$ cat src/rtl/iowin_pkg.sv
`timescale 1ns/1ps
package iowin_pkg;
    // Implemented configuration dwords (byte address / 4)
    localparam logic [5:0] DW_PM_BASE  = 6'h10;
    localparam logic [5:0] DW_PM_CTL   = 6'h20;
    localparam logic [5:0] DW_SMB_BASE = 6'h24;
    localparam logic [5:0] DW_SMB_CTL  = 6'h34;

    // Byte lane holding each enable bit within its control dword
    localparam int LANE_PM_EN  = 0;
    localparam int LANE_SMB_EN = 2;

    localparam int NUM_SLOTS     = 4;
    localparam int SLOT_PM_BASE  = 0;
    localparam int SLOT_PM_CTL   = 1;
    localparam int SLOT_SMB_BASE = 2;
    localparam int SLOT_SMB_CTL  = 3;

    typedef enum logic {ST_IDLE, ST_APPLY} sync_state_e;

    function automatic logic [5:0] slot_dword(int idx);
        case (idx)
            SLOT_PM_BASE:  return DW_PM_BASE;
            SLOT_PM_CTL:   return DW_PM_CTL;
            SLOT_SMB_BASE: return DW_SMB_BASE;
            default:       return DW_SMB_CTL;
        endcase
    endfunction
endpackage

$ cat src/rtl/iowin_cfg_regs.sv
`timescale 1ns/1ps
module iowin_cfg_regs
    import iowin_pkg::*;
#(
    parameter int          IO_AW          = 16,
    parameter int          WIN_BITS       = 6,
    parameter logic [31:0] SMB_RESET_BASE = 32'h0000_0B00
) (
    input  logic                      clk,
    input  logic                      rst_n,
    input  logic                      wr_en,
    input  logic [5:0]                wr_dw,
    input  logic [3:0]                wr_be,
    input  logic [31:0]               wr_data,
    input  logic [5:0]                rd_dw,
    output logic [31:0]               rd_data,
    output logic [IO_AW-WIN_BITS-1:0] pm_base_bits,
    output logic                      pm_en_bit,
    output logic [IO_AW-WIN_BITS-1:0] smb_base_bits,
    output logic                      smb_en_bit
);
    function automatic logic [31:0] slot_reset(int idx);
        case (idx)
            SLOT_PM_BASE:  return 32'h0000_0001;
            SLOT_SMB_BASE: return {16'h0000, SMB_RESET_BASE[15:0] | 16'h0001};
            SLOT_SMB_CTL:  return 32'h0000_0009 << (8 * LANE_SMB_EN);
            default:       return 32'h0000_0000;
        endcase
    endfunction

    logic [31:0] slot_val [NUM_SLOTS];

    for (genvar s = 0; s < NUM_SLOTS; s++) begin : g_slot
        localparam logic [5:0]  SLOT_DW  = slot_dword(s);
        localparam logic [31:0] SLOT_RST = slot_reset(s);
        logic [31:0] q;

        always_ff @(posedge clk or negedge rst_n) begin
            if (!rst_n) begin
                q <= SLOT_RST;
            end else if (wr_en && wr_dw == SLOT_DW) begin
                for (int b = 0; b < 4; b++) begin
                    if (wr_be[b]) q[8*b +: 8] <= wr_data[8*b +: 8];
                end
            end
        end

        assign slot_val[s] = q;
    end

    always_comb begin
        rd_data = '0;
        for (int s = 0; s < NUM_SLOTS; s++) begin
            if (rd_dw == slot_dword(s)) rd_data = slot_val[s];
        end
        // indicator bit of the PM base byte is fixed at one
        if (rd_dw == DW_PM_BASE) rd_data[0] = 1'b1;
    end

    assign pm_base_bits  = slot_val[SLOT_PM_BASE][IO_AW-1:WIN_BITS];
    assign pm_en_bit     = slot_val[SLOT_PM_CTL][8*LANE_PM_EN];
    assign smb_base_bits = slot_val[SLOT_SMB_BASE][IO_AW-1:WIN_BITS];
    assign smb_en_bit    = slot_val[SLOT_SMB_CTL][8*LANE_SMB_EN];
endmodule

$ cat src/rtl/iowin_sync_fsm.sv
`timescale 1ns/1ps
module iowin_sync_fsm
    import iowin_pkg::*;
#(
    parameter int          IO_AW          = 16,
    parameter int          WIN_BITS       = 6,
    parameter logic [31:0] SMB_RESET_BASE = 32'h0000_0B00
) (
    input  logic                      clk,
    input  logic                      rst_n,
    input  logic                      wr_en,
    input  logic [5:0]                wr_dw,
    input  logic [3:0]                wr_be,
    input  logic [IO_AW-WIN_BITS-1:0] pm_base_bits,
    input  logic                      pm_en_bit,
    input  logic [IO_AW-WIN_BITS-1:0] smb_base_bits,
    input  logic                      smb_en_bit,
    output logic [IO_AW-WIN_BITS-1:0] pm_base,
    output logic                      pm_en,
    output logic [IO_AW-WIN_BITS-1:0] smb_base,
    output logic                      smb_en
);
    sync_state_e state_q, state_nxt;
    logic        pm_dirty_q, smb_dirty_q;
    logic        touch_pm, touch_smb;
    logic        load_pm, load_smb;

    // A write qualifies if it lands on the base dword or the enable byte
    assign touch_pm  = wr_en && ((wr_dw == DW_PM_BASE && |wr_be) ||
                                 (wr_dw == DW_PM_CTL  && wr_be[LANE_PM_EN]));
    assign touch_smb = wr_en && ((wr_dw == DW_SMB_BASE && |wr_be) ||
                                 (wr_dw == DW_SMB_CTL  && wr_be[LANE_SMB_EN]));

    always_comb begin
        state_nxt = state_q;
        unique case (state_q)
            ST_IDLE:  state_nxt = (touch_pm || touch_smb) ? ST_APPLY : ST_IDLE;
            ST_APPLY: state_nxt = (touch_pm || touch_smb) ? ST_APPLY : ST_IDLE;
            default:  state_nxt = ST_IDLE;
        endcase
    end

    always_ff @(posedge clk or negedge rst_n) begin
        if (!rst_n) begin
            state_q     <= ST_IDLE;
            pm_dirty_q  <= 1'b0;
            smb_dirty_q <= 1'b0;
        end else begin
            state_q     <= state_nxt;
            pm_dirty_q  <= touch_pm;
            smb_dirty_q <= touch_smb;
        end
    end

    always_comb begin
        load_pm  = 1'b0;
        load_smb = 1'b0;
        unique case (state_q)
            ST_IDLE:  ;
            ST_APPLY: begin
                load_pm  = pm_dirty_q;
                load_smb = smb_dirty_q;
            end
            default:  ;
        endcase
    end

    always_ff @(posedge clk or negedge rst_n) begin
        if (!rst_n) begin
            pm_en    <= 1'b0;
            pm_base  <= '0;
            smb_en   <= 1'b1;
            smb_base <= SMB_RESET_BASE[IO_AW-1:WIN_BITS];
        end else begin
            if (load_pm) begin
                pm_en   <= pm_en_bit;
                pm_base <= pm_base_bits;
            end
            if (load_smb) begin
                smb_en   <= smb_en_bit;
                smb_base <= smb_base_bits;
            end
        end
    end
endmodule

$ cat src/rtl/iowin_window_match.sv
`timescale 1ns/1ps
module iowin_window_match #(
    parameter int IO_AW    = 16,
    parameter int WIN_BITS = 6
) (
    input  logic                      en,
    input  logic [IO_AW-WIN_BITS-1:0] base,
    input  logic [IO_AW-1:0]          addr,
    output logic                      match,
    output logic [WIN_BITS-1:0]       off
);
    assign match = en && (addr[IO_AW-1:WIN_BITS] == base);
    assign off   = match ? addr[WIN_BITS-1:0] : '0;
endmodule

$ cat src/rtl/iowin_decoder.sv
`timescale 1ns/1ps
module iowin_decoder #(
    parameter int          IO_AW          = 16,
    parameter int          WIN_BITS       = 6,
    parameter logic [31:0] SMB_RESET_BASE = 32'h0000_0B00
) (
    input  logic                clk,
    input  logic                rst_n,
    input  logic                cfg_wr,
    input  logic [5:0]          cfg_dw,
    input  logic [3:0]          cfg_be,
    input  logic [31:0]         cfg_wdata,
    input  logic [5:0]          cfg_rd_dw,
    output logic [31:0]         cfg_rdata,
    input  logic [IO_AW-1:0]    io_addr,
    output logic                pm_hit,
    output logic [WIN_BITS-1:0] pm_off,
    output logic                smb_hit,
    output logic [WIN_BITS-1:0] smb_off
);
    localparam int BW = IO_AW - WIN_BITS;

    logic [BW-1:0]       pm_base_bits, smb_base_bits, pm_base, smb_base;
    logic                pm_en_bit, smb_en_bit, pm_en, smb_en;
    logic                pm_match, smb_match;
    logic [WIN_BITS-1:0] pm_off_raw, smb_off_raw;

    iowin_cfg_regs #(
        .IO_AW(IO_AW), .WIN_BITS(WIN_BITS), .SMB_RESET_BASE(SMB_RESET_BASE)
    ) u_regs (
        .clk(clk), .rst_n(rst_n),
        .wr_en(cfg_wr), .wr_dw(cfg_dw), .wr_be(cfg_be), .wr_data(cfg_wdata),
        .rd_dw(cfg_rd_dw), .rd_data(cfg_rdata),
        .pm_base_bits(pm_base_bits), .pm_en_bit(pm_en_bit),
        .smb_base_bits(smb_base_bits), .smb_en_bit(smb_en_bit)
    );

    iowin_sync_fsm #(
        .IO_AW(IO_AW), .WIN_BITS(WIN_BITS), .SMB_RESET_BASE(SMB_RESET_BASE)
    ) u_sync (
        .clk(clk), .rst_n(rst_n),
        .wr_en(cfg_wr), .wr_dw(cfg_dw), .wr_be(cfg_be),
        .pm_base_bits(pm_base_bits), .pm_en_bit(pm_en_bit),
        .smb_base_bits(smb_base_bits), .smb_en_bit(smb_en_bit),
        .pm_base(pm_base), .pm_en(pm_en),
        .smb_base(smb_base), .smb_en(smb_en)
    );

    iowin_window_match #(.IO_AW(IO_AW), .WIN_BITS(WIN_BITS)) u_pm_match (
        .en(pm_en), .base(pm_base), .addr(io_addr),
        .match(pm_match), .off(pm_off_raw)
    );

    iowin_window_match #(.IO_AW(IO_AW), .WIN_BITS(WIN_BITS)) u_smb_match (
        .en(smb_en), .base(smb_base), .addr(io_addr),
        .match(smb_match), .off(smb_off_raw)
    );

    // PM window wins on overlap
    assign pm_hit  = pm_match;
    assign pm_off  = pm_off_raw;
    assign smb_hit = smb_match && !pm_match;
    assign smb_off = pm_match ? '0 : smb_off_raw;
endmodule

$ cat config.mk
export PLATFORM = sky130hd
export DESIGN_NAME = iowin_decoder
export DESIGN_NICKNAME = d
export VERILOG_FILES = /design/src/rtl/iowin_pkg.sv /design/src/rtl/iowin_cfg_regs.sv /design/src/rtl/iowin_sync_fsm.sv /design/src/rtl/iowin_window_match.sv /design/src/rtl/iowin_decoder.sv
export SDC_FILE = /design/constraint.sdc
export NUM_CORES = 1
export LEC_CHECK = 0
export ABC_CLOCK_PERIOD_IN_PS = 1900
export BUFFER_PORTS_ARGS = -buffer_cell sky130_fd_sc_hd__buf_4
export CORE_UTILIZATION = 25
export DETAILED_ROUTE_END_ITERATION = 12
export SYNTH_ARGS = -nofsm -noshare
export SYNTH_HDL_FRONTEND = slang
export SYNTH_SLANG_ARGS = --single-unit
$ cat constraint.sdc
create_clock -name clk -period 1.9 [get_ports clk]
set_clock_uncertainty 0.1 [all_clocks]
set_input_delay 0.095 -clock clk [delete_from_list [all_inputs] [get_ports clk]]
set_output_delay 0.095 -clock clk [all_outputs]
set_load 0.05 [all_outputs]
==> results.yml, run 1 <==
status:
  status: "finished with violations"
  failed_checks: "setup timing"
worst_setup_path:
  crit_buf_inv: 2
  timing.rr.start: "u_sync.state_q"
  crit_slowest_cell: "or3_4"
  path_max_fanout: 8
  crit_path_start_kind: "flop"
  critPathArrivalTime_ps: 1960
  r2r_cells: 2
  crit_chain: "xnor2_1 -> nand4_1 -> or3_4 -> clkinvlp_4 -> and2_2 -> buf_6"
  r2r-end: "u_sync.pm_base[9]"
  required_ps: 1700
  reg2reg_setup_slack_ps: 500
  worst-setup-path-type: "flop to output pin"
  cpPeakStageDelay_ps: 440
  end_kind: "output pin"
  path_delay_family: "simple AND/OR/NAND/NOR gates"
sta:
  finalCriticalPeriod_ps: 2151
  final_max_slew_viol_count: 0
  fmax_mhz: 464.8
  rsz0062_at_grt: "true"
  post-route-period-util: 1.132
  finalHoldViolations: 0
  finalSetupViolations: 14
  tightest_slew_ps: 564.3
  relSlewSlack: 0.6238
  setup_ws_ps: -251.3
  hold_ws_ps: 41.49
finish:
  regArea_um2: 3816
  instances_no_fill: 1072
  fin_area_um2: 9844
  nFillCells: 2774
  multi_input_area_um2: 3357
  final_common_cell: "mux2_2"
  area_growth_pct: 39.65
  n_antenna_cell: 0
  drive_gt1_frac: 0.5634
  mostFrequentLayoutCells: "mux2_2 (147), dfrtp_1 (142), buf_4 (115), dlygate4sd3_1 (37)"
  layout.nets: 749
grt:
  first_global_vias: 5153
  overflow: 0
  grt_pass1_wl_mm: 29.20
  grt_start_max_net_pins: 56
  antenna_found_initial: 0
  grt_util_all_layers: 0.1344
placed_design:
  place_congestion: 0.7329
  post_dp_cell_area_um2: 8793
  place_hpwl_mm: 12.99
  port_buffers: 112
  dp.cells: 1002
logic_synthesis:
  synth_cell_types: 39
  syn_inst: 512
  async_flop_share: 1.000
  avgSynthCellArea_um2: 13.77
  syn_area_um2: 7049
  synth_warnings: 0
  ys_ff_latch: 152
  synth_edf_count: 0
  synth_ff_type: "dfrtp_1"
  seq_area_frac_synth: 0.5414
  synthesis.nets: 579
die:
  io_pins: 113
  fp.dieH_um: 169.9
  fp.dieW_um: 169.9
  start_util: 0.2537
  rows: 61
  die_area_um2: 28870
  fp.coreArea_um2: 27780
clocking:
  numCtsBuffers: 17
  cts_tree: "built"
  clock-root-buffer: "clkbuf_16"
  cts_max_path_buffers: 2
  clk_pin_slew_ps: 60
  cts.sinks: 152
  htreeDepth: 4
  clock_latency_ps: 420
hold_path:
  holdCritPathClass: "primary input to flop"
  hp-start: "cfg_be[3]"
  hold_path_depth: 4
  hold_end: "u_sync.smb_dirty_q"
power:
  power.leakage_nw: 4.559
  fin_total_pwr_mw: 7.618
  p_per_area_nw_per_um2: 773.8
  ir_drop_mv: 0.5088
route:
  via_count: 4882
  dr_wl_met3_um: 786
  highest_layer: "met4"
  finalWirelength_mm: 18.54
  ant_nets: 0
  drc_errors: 0
  wl_met2_mm: 8.791
  firstDrtPassIters: 4
  wl_met1_mm: 8.799
  vias_per_cell: 4.554
  wl_per_cell_um: 17.30
  drt_iter0_drc: 211
job:
  drv_cap: 0
-- synth_stat cells (all sizes together) (7+ instances only) --
cell type,instances,share of area
mux2,151,0.24
dfrtp,142,0.50
a22oi,30,0.032
mux2i,30,0.043
o22ai,30,0.027
clkbuf,18,0.0096
xnor2,17,0.021
nand2,11,0.0087
dfstp,10,0.037
buf,8,0.0053
nand4,8,0.013
nand3,7,0.0078
-- worst max path at each step --
stage	from	endpoint	slack (ps)	cells past startpoint
2_1_floorplan	u_sync.pm_base[8]	pm_off[0]	20	6
3_3_place_gp	cfg_dw[1]	u_regs.g_slot[0].q[15]	-80	5
3_5_place_dp	cfg_dw[1]	u_regs.g_slot[0].q[15]	-110	5
4_1_cts	u_sync.pm_base[0]	pm_off[1]	-300	6
5_1_grt	u_sync.pm_base[9]	pm_off[1]	-360	6
6_report	u_sync.pm_base[6]	pm_off[1]	-250	6
-- power breakdown --
group	switching, mW	internal [mW]	leakage (nW)
sequential	0.128	3.47	2.04
clock	1.27	1.93	0.266
combinational	0.377	0.436	2.25
-- routing by layer --
layer  GRT usage  vias up
li1            -     2250
met1      0.1827     2503
met2      0.2154      119
met3     0.02791       10
met4     0.03643        0
met5           0        -
-- sequential cells by signal, summed over array words and instances (netlist names) --
signal and flops:
u_sync.state_q 1, u_sync.pm_base 10, u_sync.smb_base 10, u_sync.smb_en 1
u_regs.g_slot.q 127, u_sync.pm_en 1, u_sync.pm_dirty_q 1, u_sync.smb_dirty_q 1
-- worst reg2reg max path, stage by stage (launching register included) --
cell and delay (ps):
dfrtp_1 370, nand2_1 410, mux2_2 400
-- kinds of logic after synthesis --
group / after synthesis / synth area share
XOR/XNOR: 20 / 0.02485
flip-flops: 152 / 0.5414
AND/OR/NAND/NOR: 60 / 0.06656
buffers and inverters: 30 / 0.01704
multiplexers: 181 / 0.2838
AO/OA/AOI/OAI: 69 / 0.06638
-- stage by stage --
| stage | TNS, ps | setup WS, ps | util |
|---|---|---|---|
| finish | -2749 | -251.3 | 0.3544 |
| global route | -4145 | -363.1 | 0.3544 |
| CTS | -3366 | -297.4 | 0.3529 |
| detailed placement | -3396 | -111.7 | 0.3165 |
| global placement | -2115 | -84.88 | 0.3165 |
| floorplan | 0 | 15.48 | - |
-- final cells by class --
type,instances,share of cell area
Timing Repair Buffer,177,0.1643
Tap cell,378,0.04804
Sequential cell,152,0.3876
Multi-Input combinational cell,330,0.3410
Inverter,4,0.001906
Clock buffer,25,0.05033
Clock inverter,6,0.006736
-- timing repair --
| item | 4_1_cts | 5_1_grt |
|---|---|---|
| setup buffers | 1 | 1 |
| resized for setup | 18 | 7 |
| hold endpoints to repair | 264 | 0 |
| hold buffers | 37 | 0 |
| endpoints found under the setup margin | 14 | 14 |
| pin swaps | 5 | 8 |
Note: power is estimated with default switching activity, not from simulation.
==> run 2, diff against run 1 <==
==> constraint.sdc (replaced) <==
create_clock -name clk -period 1.9 [get_ports clk]
set_clock_uncertainty 0.1 [all_clocks]
set_input_delay 0.095 -clock clk [delete_from_list [all_inputs] [get_ports clk]]
set_output_delay 0.095 -clock clk [all_outputs]
set_load 0.005 [all_outputs]
==> run 2 against run 1 <==
  * The run still ends with setup timing left
  * Flip-flop and latch count stayed put
  * Clock-buffer cell count down 1
  * Sequential share of layout area grew 1.0 points
  * Register-to-register slack better by 20 ps
==> results.yml, run 2 (same netlist as run 1, synthesis figures left out) <==
placed_design:
  place_congestion: 0.7264
  post_dp_cell_area_um2: 8539
  dp.cells: 999
  place_hpwl_mm: 13.02
  port_buffers: 112
  place_ws_ps: -79.41
power:
  ir_drop_mv: 0.5065
  p_comb_frac: 0.095
  p_sw_mw: 1.752
  internal_power_mw: 6.156
  seq_power_share: 0.455
  p_per_area_nw_per_um2: 824.6
  power_frac_clock: 0.450
  fin_total_pwr_mw: 7.908
  power.leakage_nw: 4.539
  switching_share: 0.2216
worst_setup_path:
  end_kind: "output pin"
  reg2reg_setup_slack_ps: 520
  crit_buf_inv: 2
  crit_start: "u_sync.pm_base[3]"
  crit_chain: "xnor2_2 -> nand4_1 -> or3_4 -> inv_4 -> and2_1 -> buf_4"
  required_ps: 1700
  r2r-end: "u_sync.pm_base[9]"
  crit_path_start_kind: "flop"
  path_delay_family: "simple AND/OR/NAND/NOR gates"
  crit_slowest_cell: "or3_4"
  worst-setup-path-type: "flop to output pin"
  timing.rr.start: "u_sync.state_q"
  path_max_fanout: 8
  cpPeakStageDelay_ps: 450
  critPathArrivalTime_ps: 1840
  r2r_cells: 2
hold_path:
  hold_path_depth: 4
  hold_end: "u_sync.pm_dirty_q"
  hp-start: "cfg_dw[4]"
  holdCritPathClass: "primary input to flop"
grt:
  overflow: 0
  grt_pass1_wl_mm: 28.34
  first_global_vias: 4975
  grt_start_max_net_pins: 47
  grt_util_all_layers: 0.1309
  antenna_found_initial: 1
clocking:
  clock_latency_ps: 420
  htreeDepth: 4
  clock-root-buffer: "clkbuf_16"
  numCtsBuffers: 17
  cts.sinks: 152
  cts_max_path_buffers: 2
  cts_tree: "built"
  clk_pin_slew_ps: 60
sta:
  finalCriticalPeriod_ps: 2038
  rsz0062_at_grt: "true"
  tightest_slew_ps: 530.3
  finalHoldViolations: 0
  relSlewSlack: 0.6456
  hold_ws_ps: 39.87
  finalSetupViolations: 14
  post-route-period-util: 1.073
  fmax_mhz: 490.7
  setup-tns-final_ps: -1650
  setup_ws_ps: -138.0
  final_max_slew_viol_count: 0
finish:
  mostFrequentLayoutCells: "mux2_2 (147), dfrtp_1 (142), buf_4 (126), dlygate4sd3_1 (37)"
  layout.nets: 746
  instances_no_fill: 1071
  area_growth_pct: 36.05
  max_flop_register: "u_regs.g_slot.q"
  utilization: 0.3452
  fin_area_um2: 9590
  drive_gt1_frac: 0.5072
  largest_register_ff_count: 127
  final_common_cell: "mux2_2"
  biggestRegsByFlops: "u_regs.g_slot.q (127), u_sync.pm_base (10), u_sync.smb_base (10)"
route:
  finalWirelength_mm: 18.19
  via_count: 4820
  vias_per_cell: 4.500
  drt_iter0_drc: 167
  ant_nets: 0
  drc_errors: 0
  wl_per_cell_um: 16.99
  firstDrtPassIters: 4
job:
  drv_cap: 0
die:
  fp.coreArea_um2: 27780
  rows: 61
  fp.dieW_um: 169.9
  die_area_um2: 28870
  start_util: 0.2537
  io_pins: 113
  fp.dieH_um: 169.9
status:
  status: "finished with violations"
  failed_checks: "setup timing"
==> run 2: changes by cell type in the layout (fill, tap and decap cells not counted), moves of 2 or more <==
cell	previous run	this run
buf_12	10	8
buf_8	4	0
clkbuf_8	4	2
o22ai_2	30	0
and2_2	5	0
buf_4	115	126
and2_1	0	6
o22ai_1	0	30
buf_6	11	3
bufinv_16	1	4
clkinvlp_4	4	1
==> run 2: area by class of cell <==
type	instances	area, um2
Multi-Input combinational cell	330	3153
Tap cell	378	473.0
Clock inverter	8	146.4
Antenna cell	1	2.502
Timing Repair Buffer	174	1510
Inverter	4	17.52
Clock buffer	24	471.7
Fill cell	2828	18190
Sequential cell	152	3816
==> run 2: routing by layer <==
| layer | share of wire | wire [um] | GRT usage | vias up |
|---|---|---|---|---|
| met3 | 0.046 | 843 | 0.03233 | 11 |
| li1 | - | - | - | 2246 |
| met1 | 0.48 | 8690 | 0.1766 | 2458 |
| met2 | 0.47 | 8511 | 0.2079 | 105 |
| met4 | 0.0081 | 148 | 0.03525 | 0 |
| met5 | 0 | 0 | 0 | - |
==> run 2: worst max path at each step <==
| stage | endpoint | slack (ps) | depth (start not counted) |
|---|---|---|---|
| 4_1_cts | smb_off[2] | -170 | 5 |
| 3_5_place_dp | u_regs.g_slot[0].q[23] | -80 | 5 |
| 2_1_floorplan | u_regs.g_slot[1].q[15] | 190 | 4 |
| 6_report | pm_off[2] | -140 | 6 |
| 5_1_grt | pm_off[2] | -250 | 6 |
| 3_3_place_gp | u_regs.g_slot[0].q[23] | -70 | 5 |
==> run 2: timing repair <==
action	CTS	global route
setup endpoints to repair	14	14
endpoints found under the hold margin	277	0
resized for setup	5	5
hold buffers	37	0
pin swaps	3	8
setup buffers	1	1
==> run 2: power by group through the flow <==
stage	combinational, mW	sequential (mW)	clock [mW]
global route	0.830	3.62	3.77
finish	0.755	3.59	3.56
detailed placement	0.701	3.65	0
floorplan	0.383	3.61	0
CTS	0.770	3.59	3.62
global placement	0.686	3.64	0
==> run 2: tightest hold or removal path, stage by stage <==
cell and delay [ps]:
buf_4 170, inv_1 60, a31oi_1 100, nor2_1 80
